===== config.mk =====
export PLATFORM = sky130hd
export DESIGN_NAME = idx_flash_launcher
export DESIGN_NICKNAME = d
export VERILOG_FILES = /design/src/rtl/fcl_pkg.sv /design/src/rtl/cmd_obj_file.sv /design/src/rtl/cmd_check.sv /design/src/rtl/launch_ctrl.sv /design/src/rtl/idx_flash_launcher.sv
export SDC_FILE = /design/constraint.sdc
export NUM_CORES = 1
export LEC_CHECK = 0
export ABC_AREA = 1
export ABC_CLOCK_PERIOD_IN_PS = 1500
export BUFFER_PORTS_ARGS = -buffer_cell sky130_fd_sc_hd__buf_4
export CAP_MARGIN = 15
export CORE_MARGIN = 2
export CORE_UTILIZATION = 50
export CTS_BUF_LIST = sky130_fd_sc_hd__clkbuf_16
export DETAILED_ROUTE_END_ITERATION = 16
export HOLD_SLACK_MARGIN = 0.05
export PLACE_DENSITY = 0.76
export SLEW_MARGIN = 20
export SYNTH_ARGS = -nofsm -noshare
export SYNTH_HDL_FRONTEND = slang
export SYNTH_SLANG_ARGS = --single-unit

===== constraint.sdc =====
create_clock -name clk -period 1.5 [get_ports clk]
set_input_delay 0.15 -clock clk [delete_from_list [all_inputs] [get_ports clk]]
set_output_delay 0.15 -clock clk [all_outputs]
set_load 0.03 [all_outputs]

===== src/rtl/fcl_pkg.sv =====
package fcl_pkg;
   typedef enum logic [1:0] {
      REG_DIV  = 2'd0,
      REG_IDX  = 2'd1,
      REG_DATA = 2'd2,
      REG_STAT = 2'd3
   } reg_sel_e;

   localparam int          NUM_SLOTS = 3;
   localparam int          ADDR_W    = 24;
   localparam logic [7:0]  OP_PROG   = 8'h20;
   localparam logic [7:0]  OP_ERASE  = 8'h40;
   localparam int          ST_DONE   = 7;
   localparam int          ST_ACC    = 5;
   localparam int          ST_PROT   = 4;

   typedef struct packed {
      logic              erase;
      logic [ADDR_W-1:0] addr;
      logic [15:0]       wdata;
   } arr_req_t;
endpackage


===== src/rtl/cmd_obj_file.sv =====
module cmd_obj_file
   import fcl_pkg::*;
#(
   parameter int IDX_W = 3
) (
   input  logic                          clk,
   input  logic                          rst_n,
   input  logic                          idx_we,
   input  logic                          data_we,
   input  logic [15:0]                   wdata,
   input  logic                          lock,
   input  logic                          clr_mask,
   output logic [IDX_W-1:0]              idx_q,
   output logic [NUM_SLOTS-1:0][15:0]    obj_q,
   output logic [NUM_SLOTS-1:0]          mask_q
);
   localparam logic [IDX_W-1:0] LAST = IDX_W'(NUM_SLOTS - 1);

   logic [IDX_W-1:0] idx_in;
   assign idx_in = wdata[IDX_W-1:0];

   always_ff @(posedge clk or negedge rst_n) begin
      if (!rst_n)      idx_q <= '0;
      else if (idx_we) idx_q <= (idx_in > LAST) ? LAST : idx_in;
   end

   for (genvar g = 0; g < NUM_SLOTS; g++) begin : g_slot
      logic hit;
      assign hit = data_we && !lock && (idx_q == IDX_W'(g));
      always_ff @(posedge clk or negedge rst_n) begin
         if (!rst_n) begin
            obj_q[g]  <= '0;
            mask_q[g] <= 1'b0;
         end else begin
            if (hit)           obj_q[g]  <= wdata;
            if (clr_mask)      mask_q[g] <= 1'b0;
            else if (hit)      mask_q[g] <= 1'b1;
         end
      end
   end

   p_idx_sat_r2: assert property (@(posedge clk) disable iff (!rst_n)
      idx_q <= LAST);
   p_lock_r5: assert property (@(posedge clk) disable iff (!rst_n)
      lock |=> $stable(obj_q));
endmodule


===== src/rtl/cmd_check.sv =====
module cmd_check
   import fcl_pkg::*;
#(
   parameter int              SECT_BYTES  = 256,
   parameter int              SECT_COUNT  = 32,
   parameter logic [23:0]     DF_BASE     = 24'h004000,
   parameter bit              ALIGN_ERASE = 1'b1
) (
   input  logic [NUM_SLOTS-1:0][15:0] obj,
   input  logic [NUM_SLOTS-1:0]       mask,
   input  logic                       div_ok,
   output logic                       acc_e,
   output logic                       prot_e,
   output arr_req_t                   req
);
   localparam int SB_W     = $clog2(SECT_BYTES);
   localparam int DF_BYTES = SECT_BYTES * SECT_COUNT;
   localparam logic [ADDR_W:0] LIMIT = {1'b0, DF_BASE} + (ADDR_W+1)'(DF_BYTES);

   logic [7:0]           code;
   logic [ADDR_W-1:0]    addr;
   logic                 is_prog, is_erase, known, in_range;
   logic [NUM_SLOTS-1:0] need;

   assign code     = obj[0][15:8];
   assign addr     = {obj[0][7:0], obj[1]};
   assign is_prog  = (code == OP_PROG);
   assign is_erase = (code == OP_ERASE);
   assign known    = is_prog | is_erase;
   assign need     = is_prog ? 3'b111 : (is_erase ? 3'b011 : 3'b000);
   assign in_range = (addr >= DF_BASE) && ({1'b0, addr} < LIMIT);

   assign acc_e  = !div_ok || !known || ((mask & need) != need);
   assign prot_e = !acc_e && !in_range;

   assign req.erase = is_erase;
   assign req.wdata = obj[2];
   if (ALIGN_ERASE) begin : g_align
      assign req.addr = is_erase ? {addr[ADDR_W-1:SB_W], SB_W'(0)} : addr;
   end else begin : g_raw
      assign req.addr = addr;
   end
endmodule


===== src/rtl/launch_ctrl.sv =====
module launch_ctrl
   import fcl_pkg::*;
(
   input  logic        clk,
   input  logic        rst_n,
   input  logic        stat_we,
   input  logic [15:0] wdata,
   input  logic        acc_e,
   input  logic        prot_e,
   input  arr_req_t    req,
   input  logic        arr_done,
   output logic        busy,
   output logic        acc_q,
   output logic        prot_q,
   output logic        clr_mask,
   output logic        arr_start,
   output arr_req_t    req_q
);
   logic launch_try, accept;

   assign launch_try = stat_we && wdata[ST_DONE] && !busy && !acc_q && !prot_q;
   assign accept     = launch_try && !acc_e && !prot_e;
   assign clr_mask   = launch_try;

   always_ff @(posedge clk or negedge rst_n) begin
      if (!rst_n) begin
         busy      <= 1'b0;
         acc_q     <= 1'b0;
         prot_q    <= 1'b0;
         arr_start <= 1'b0;
         req_q     <= '0;
      end else begin
         arr_start <= accept;
         if (accept) begin
            busy  <= 1'b1;
            req_q <= req;
         end else if (busy && arr_done) begin
            busy <= 1'b0;
         end
         if (launch_try && acc_e)               acc_q  <= 1'b1;
         else if (stat_we && wdata[ST_ACC])     acc_q  <= 1'b0;
         if (launch_try && prot_e)              prot_q <= 1'b1;
         else if (stat_we && wdata[ST_PROT])    prot_q <= 1'b0;
      end
   end

   p_start_pulse_r4: assert property (@(posedge clk) disable iff (!rst_n)
      arr_start |=> !arr_start);
   p_start_busy_r4: assert property (@(posedge clk) disable iff (!rst_n)
      arr_start |-> busy);
   p_done_r6: assert property (@(posedge clk) disable iff (!rst_n)
      (busy && arr_done && !arr_start) |=> !busy);
   p_err_nostart_r10: assert property (@(posedge clk) disable iff (!rst_n)
      ($rose(acc_q) || $rose(prot_q)) |-> !arr_start);
endmodule


===== src/rtl/idx_flash_launcher.sv =====
module idx_flash_launcher
   import fcl_pkg::*;
#(
   parameter int          IDX_W       = 3,
   parameter int          DIV_W       = 8,
   parameter int          SECT_BYTES  = 256,
   parameter int          SECT_COUNT  = 32,
   parameter logic [23:0] DF_BASE     = 24'h004000,
   parameter bit          ALIGN_ERASE = 1'b1
) (
   input  logic              clk,
   input  logic              rst_n,
   input  logic              wr_en,
   input  logic [1:0]        wr_sel,
   input  logic [15:0]       wr_data,
   input  logic [1:0]        rd_sel,
   output logic [15:0]       rd_data,
   output logic              arr_start,
   output logic              arr_erase,
   output logic [23:0]       arr_addr,
   output logic [15:0]       arr_wdata,
   input  logic              arr_done,
   output logic [DIV_W-1:0]  arr_div
);
   localparam int DF_BYTES = SECT_BYTES * SECT_COUNT;

   if (IDX_W < 2 || IDX_W > 8) begin : g_bad_idx
      $error("IDX_W must be between 2 and 8");
   end
   if (DIV_W < 1 || DIV_W > 16) begin : g_bad_div
      $error("DIV_W must be between 1 and 16");
   end
   if (SECT_BYTES != (1 << $clog2(SECT_BYTES)) || SECT_BYTES < 2) begin : g_bad_sect
      $error("SECT_BYTES must be a power of two");
   end
   if (longint'(DF_BASE) + longint'(DF_BYTES) > (longint'(1) << 24)) begin : g_bad_win
      $error("data-flash window exceeds the address space");
   end

   logic [DIV_W-1:0]               div_q;
   logic [IDX_W-1:0]               idx_q;
   logic [NUM_SLOTS-1:0][15:0]     obj_q;
   logic [NUM_SLOTS-1:0]           mask_q;
   logic                           busy, acc_q, prot_q, clr_mask, acc_e, prot_e;
   arr_req_t                       req, req_q;
   logic [15:0]                    slot_rd;

   always_ff @(posedge clk or negedge rst_n) begin
      if (!rst_n)                                  div_q <= '0;
      else if (wr_en && wr_sel == REG_DIV && !busy) div_q <= wr_data[DIV_W-1:0];
   end

   cmd_obj_file #(.IDX_W(IDX_W)) u_obj (
      .clk(clk), .rst_n(rst_n),
      .idx_we(wr_en && wr_sel == REG_IDX),
      .data_we(wr_en && wr_sel == REG_DATA),
      .wdata(wr_data), .lock(busy), .clr_mask(clr_mask),
      .idx_q(idx_q), .obj_q(obj_q), .mask_q(mask_q)
   );

   cmd_check #(
      .SECT_BYTES(SECT_BYTES), .SECT_COUNT(SECT_COUNT),
      .DF_BASE(DF_BASE), .ALIGN_ERASE(ALIGN_ERASE)
   ) u_chk (
      .obj(obj_q), .mask(mask_q), .div_ok(div_q != '0),
      .acc_e(acc_e), .prot_e(prot_e), .req(req)
   );

   launch_ctrl u_ctl (
      .clk(clk), .rst_n(rst_n),
      .stat_we(wr_en && wr_sel == REG_STAT), .wdata(wr_data),
      .acc_e(acc_e), .prot_e(prot_e), .req(req), .arr_done(arr_done),
      .busy(busy), .acc_q(acc_q), .prot_q(prot_q), .clr_mask(clr_mask),
      .arr_start(arr_start), .req_q(req_q)
   );

   always_comb begin
      slot_rd = '0;
      for (int i = 0; i < NUM_SLOTS; i++)
         if (idx_q == IDX_W'(i)) slot_rd = obj_q[i];
   end

   always_comb begin
      unique case (rd_sel)
         REG_DIV:  rd_data = 16'(div_q);
         REG_IDX:  rd_data = 16'(idx_q);
         REG_DATA: rd_data = slot_rd;
         default:  rd_data = {8'h00, !busy, 1'b0, acc_q, prot_q, 4'h0};
      endcase
   end

   assign arr_erase = req_q.erase;
   assign arr_addr  = req_q.addr;
   assign arr_wdata = req_q.wdata;
   assign arr_div   = div_q;

   p_range_r9: assert property (@(posedge clk) disable iff (!rst_n)
      arr_start |-> (arr_addr >= DF_BASE &&
                     {1'b0, arr_addr} < {1'b0, DF_BASE} + 25'(DF_BYTES)));
endmodule


After elaboration in Yosys (flattened, before gate mapping)
Cells that the tools add are included.
Widths: inputs -> output; s select.
{"block": "word_totals", "regBits": 107, "inputBits": 24, "out_inout_bits": 66, "word_cells": 92}
{"block": "op_classes", "magnitude_cmp": 3, "n_eq_ne": 10, "mux": 20, "bitwise_logic": 2, "n_reduce_logical": 42}
{"operator": "$mux 16", "n": 3}
{"operator": "$pmux 16 s3", "n": 1}
{"operator": "$ge 24x15->1 const B", "n": 1}
{"operator": "$lt 24x15->1 const B", "n": 1}
{"operator": "$logic_and 1x1->1", "n": 22}
{"operator": "$mux 1", "n": 12}
{"operator": "$reduce_bool 2->1", "n": 6}
{"operator": "$eq 8x6->1 const B", "n": 1}
{"operator": "$eq 8x7->1 const B", "n": 1}
{"operator": "$logic_not 1->1", "n": 8}
{"operator": "$mux 8", "n": 1}
{"operator": "$reduce_bool 8->1", "n": 1}
{"operator": "$eq 2x2->1 const B", "n": 3}
{"operator": "$mux 3", "n": 2}
{"operator": "$eq 2x1->1 const B", "n": 2}
{"operator": "$logic_not 2->1", "n": 2}
{"operator": "$and 3x3->3", "n": 1}
{"operator": "$eq 3x1->1 const B", "n": 1}
{"operator": "$eq 3x2->1 const B", "n": 1}
{"operator": "$gt 3x2->1 const B", "n": 1}
{"operator": "$logic_not 3->1", "n": 1}
{"operator": "$ne 3x3->1", "n": 1}
{"operator": "$logic_or 1x1->1", "n": 2}
{"operator": "$mux 2", "n": 1}
{"operator": "$or 1x1->1", "n": 1}

Depth between registers and ports, before layout
{"block": "logic_depth", "word_depth": 11, "depth_mapped": 9, "mapped_depth_nobuf": 8}

By module
From an unflattened synthesis, not the netlist that was laid out.
{"block": "unflattened", "cells_unflattened": 657, "hier_area_um2": 5514.0}
{"mod": "cmd_obj_file", "n_inst": 1, "cells_per_inst": 212, "area_per_inst_um2": 2242.2, "seq_area_each_um2": 1351.3}
{"mod": "launch_ctrl", "n_inst": 1, "cells_per_inst": 202, "area_per_inst_um2": 1890.6, "seq_area_each_um2": 1126.1}
{"mod": "idx_flash_launcher", "n_inst": 1, "cells_per_inst": 161, "area_per_inst_um2": 918.4, "seq_area_each_um2": 200.2}
{"mod": "cmd_check", "n_inst": 1, "cells_per_inst": 82, "area_per_inst_um2": 462.9, "seq_area_each_um2": 0.0}

Worst setup path before layout
Ideal clock, no wire load.
{"block": "synth_path", "path_type": "register to output", "startpoint": "register u_obj.idx_q[1]", "endpoint": "output rd_data[10]", "t_arrival_ns": 1.468, "required_ns": 1.350, "slack_ns": -0.118, "stages_incl_launch_ff": 7, "n_path_buf": 1, "path_cell_list": "dfrtp_1 nor2_1 nand2_1 inv_1 buf_2 nand2_1 a31oi_1"}
{"block": "synth_between", "elab_chain_cells": 5, "elab_cells_between_ends": 7, "cone_classes": "eq/ne: 2; mux: 4; reduce/logical: 1"}
{"item": "start: declaration", "line_no": "cmd_obj_file.sv:13", "source": "output logic [IDX_W-1:0] idx_q,"}
{"item": "start signal: assignment", "line_no": "cmd_obj_file.sv:24", "source": "else if (idx_we) idx_q <= (idx_in > LAST) ? LAST : idx_in;"}
{"item": "$logic_not 3->1", "line_no": "idx_flash_launcher.sv:80", "source": "if (idx_q == IDX_W'(i)) slot_rd = obj_q[i];"}
{"item": "$mux 16 (2 in series)", "line_no": "idx_flash_launcher.sv:80"}
{"item": "$mux 16 (*)", "line_no": "idx_flash_launcher.sv:80"}
{"item": "$pmux 16 s3 (*)", "line_no": "idx_flash_launcher.sv:84", "source": "unique case (rd_sel)"}
{"item": "end: declaration", "line_no": "idx_flash_launcher.sv:17", "source": "output logic [15:0] rd_data,"}
Every way passes the cells marked *; elsewhere a longest branch is shown, timed or not.

Final worst setup path
{"block": "layout_path", "startpoint": "register u_obj.idx_q[1]", "endpoint": "output rd_data[7]"}
The elaborated chain is that of the path after synthesis.

==> reports/metrics.yaml <==
routed_wl_mm: 17.5
rows: 35
place_hpwl_mm: 8.83
power_density_mw_per_mm2: 1190
end_kind: "primary output"
fin_crit_ns: 1.89
worst_pin_slew_ns: 0.471
rsz0062_at_grt: "true"
yosysWarningCount: 0
wire_per_inst_um: 20.4
postLayoutCellArea_sq_mm: 0.00751
numCtsBuffers: 9
ir_drop_uv: 762
cts_tree: "yes"
dr.pass1.iters: 8
grt_pass1_wl_mm: 24.1
fin_crit_sh_pct: 126
rr_startpoint: "u_ctl.acc_q$_DFFE_PN0P_"
p_sw_share_pct: 36.3
outcome: "finished with violations"
slew_violations: 0
die-width_um: 101
die_area_sq_mm: 0.0101
area_growth_pct: 60.7
final_cells: 860
syn_area_per_cell_sq_um: 8.26
maxCapViolations: 0
overflow: 0
viasPerCell: 5.76
hold_class: "input pin to flip-flop"
start_util_pct: 51.1
switchingPower_mw: 3.25
fp.coreArea_sq_mm: 0.00915
yosysTopAreaCellShare_pct: 57.2
crit_fanout: 3
p_leak_nw: 3.72
cts.clk_slew.worst_paths_ns: 0.08
io_buffers: 89
synth_area_leaders: "dfrtp_1 (57%), nand2_1 (9.1%), nor2_1 (8.7%)"
clockBufferDepth: 2
ys_types: 24
rrSetupSlack_ns: -0.26
first_iter_violations: 481
hold_violations: 0
pre_cts_slack_ns: -0.131
postSynthCellCount: 566
slew_headroom_pct: 68.5
seqPwrFrac_pct: 43.9
clkPwrFrac_pct: 25.4
post-route-drc-count: 0
worst_ep_arrival_time_ns: 1.74
synth_seq_cells: 107
crit_end: "rd_data[7]"
worst_slack_ns: -0.386
finalSetupTns_ns: -11.42
setup_viol: 68
synth.cell_area_sq_mm: 0.00468
synth-seq-area-share_pct: 57.2
crit_start: "u_obj.idx_q[1]$_DFFE_PN0P_"
whs_ns: 0.125
grt_pass1_vias: 4744
drive_above_1_share_pct: 42.9
drt.antenna.violating_nets: 0
async_flop_share_pct: 100
syn_nets: 590
fin_util_pct: 82.1
yosys.cell_count.top_type: "nand2_1"
grt_max_degree: 40
required_ns: 1.35
clock-root-buffer: "clkbuf_16"
total_power_mw: 8.96
combinationalPowerShare_pct: 30.6
die_h_um: 101
finClkSkew_ns: 0.00816
ios: 90
placedInstanceArea_sq_mm: 0.00588
clock-sinks: 107
crit_type: "flip-flop to primary output"
antenna_cells: 0
fin_nets: 768
fmax_mhz: 530
track_usage_pct: 31.2
reg2reg_to: "u_ctl.req_q[26]$_DFFE_PN0P_"
violations: "setup timing"
clk_latency_ns: 0.35
htree_levels: 3
place.gp.congestion: 0.907
start_kind: "flip-flop"
synth_edf_count: 0
dr_total_vias: 4956
synth_largest_area_cell: "dfrtp_1"
placedCellCount: 797
ys_top_cells_by_count: "nand2_1 (113), nor2_1 (108), dfrtp_1 (107)"
synth_flop_cell: "dfrtp_1"
r2r_cells: 10
antenna_found_initial: 0
power.internal_mw: 5.71
-- what timing repair did --
item                                   in CTS  in global routing
resized for setup                         140                 87
setup endpoints to repair                  75                109
pin swaps                                  31                 46
cloned                                     11                  4
setup buffers                              22                 13
hold buffers                                2                  0
endpoints found under the hold margin     108                  0
-- registers in the layout (all words and copies together), names as in the netlist --
register / flops
u_ctl.acc_q: 1
u_ctl.busy: 1
u_obj.obj_q: 48
u_ctl.prot_q: 1
u_ctl.req_q: 41
u_obj.mask_q: 3
arr_div: 8
u_obj.idx_q: 3
u_ctl.arr_start: 1
-- final cells by class --
type,count,area (sq um)
Inverter,66,251
Sequential cell,107,2680
Fill cell,496,1640
Clock buffer,9,225
Clock inverter,7,52.6
Multi-Input combinational cell,371,2300
Timing Repair Buffer,188,1860
Timing Repair inverter,1,7.51
Tap cell,111,139
-- cell usage in the layout, fill, tap and decap left out, types with 5 or more instances in the layout --
cell,Yosys,layout
nor3_4,0,25
buf_6,3,35
nor3_2,0,5
nor2_4,2,13
buf_16,0,7
a31oi_2,0,6
buf_4,0,128
dfrtp_1,107,106
inv_2,1,6
o21ai_2,0,8
inv_1,64,58
nor2_1,108,69
nand2_2,0,5
nand3_1,14,12
o21ai_0,69,51
o21ai_1,7,16
nand2_1,113,104
buf_12,0,10
clkbuf_16,0,11
nor2_2,0,28
-- worst min path at each step --
stage	from	slack, ns	to	cells after the start
4_1_cts	wr_data[12]	0.08	u_obj.obj_q[28]$_DFFE_PN0P_	3
2_1_floorplan	rst_n	-0.15	arr_div[0]$_DFFE_PN0P_	0
6_report	wr_data[8]	0.13	u_obj.obj_q[24]$_DFFE_PN0P_	3
3_3_place_gp	rst_n	0.04	arr_div[3]$_DFFE_PN0P_	1
5_1_grt	wr_data[15]	0.13	u_obj.obj_q[31]$_DFFE_PN0P_	3
3_5_place_dp	rst_n	0.04	arr_div[3]$_DFFE_PN0P_	1
-- per-layer routing --
metal,vias up,global-route usage (%),share of wire (%)
li1,2156,-,-
met1,2392,40.9,37
met2,341,51.6,51
met3,67,4.51,8.4
met4,0,14.4,3.5
met5,-,0,0
-- worst max-delay path, cell delays in order (launching register included) --
cell,delay (ns)
dfrtp_1,0.41
buf_4,0.16
nand3_4,0.12
buf_4,0.13
nor2_1,0.03
o21ai_1,0.22
nand3_1,0.15
buf_6,0.17
-- power by group through the flow --
stage / combinational, mW / clock [mW] / sequential (mW)
final: 2.74 / 2.28 / 3.93
after global routing: 2.93 / 2.38 / 3.96
after CTS: 2.33 / 2.25 / 3.80
after detailed placement: 1.98 / 0 / 3.80
after global placement: 1.92 / 0 / 3.78
after floorplan: 1.02 / 0 / 3.80
-- logic make-up after synthesis --
family                 synth area share [%]
flip-flops                             57.2
buffers and inverters                  7.84
AO/OA/AOI/OAI                          10.5
XOR/XNOR                              0.187
AND/OR/NAND/NOR                        24.2
No activity file was read; power rests on OpenSTA's default activity.
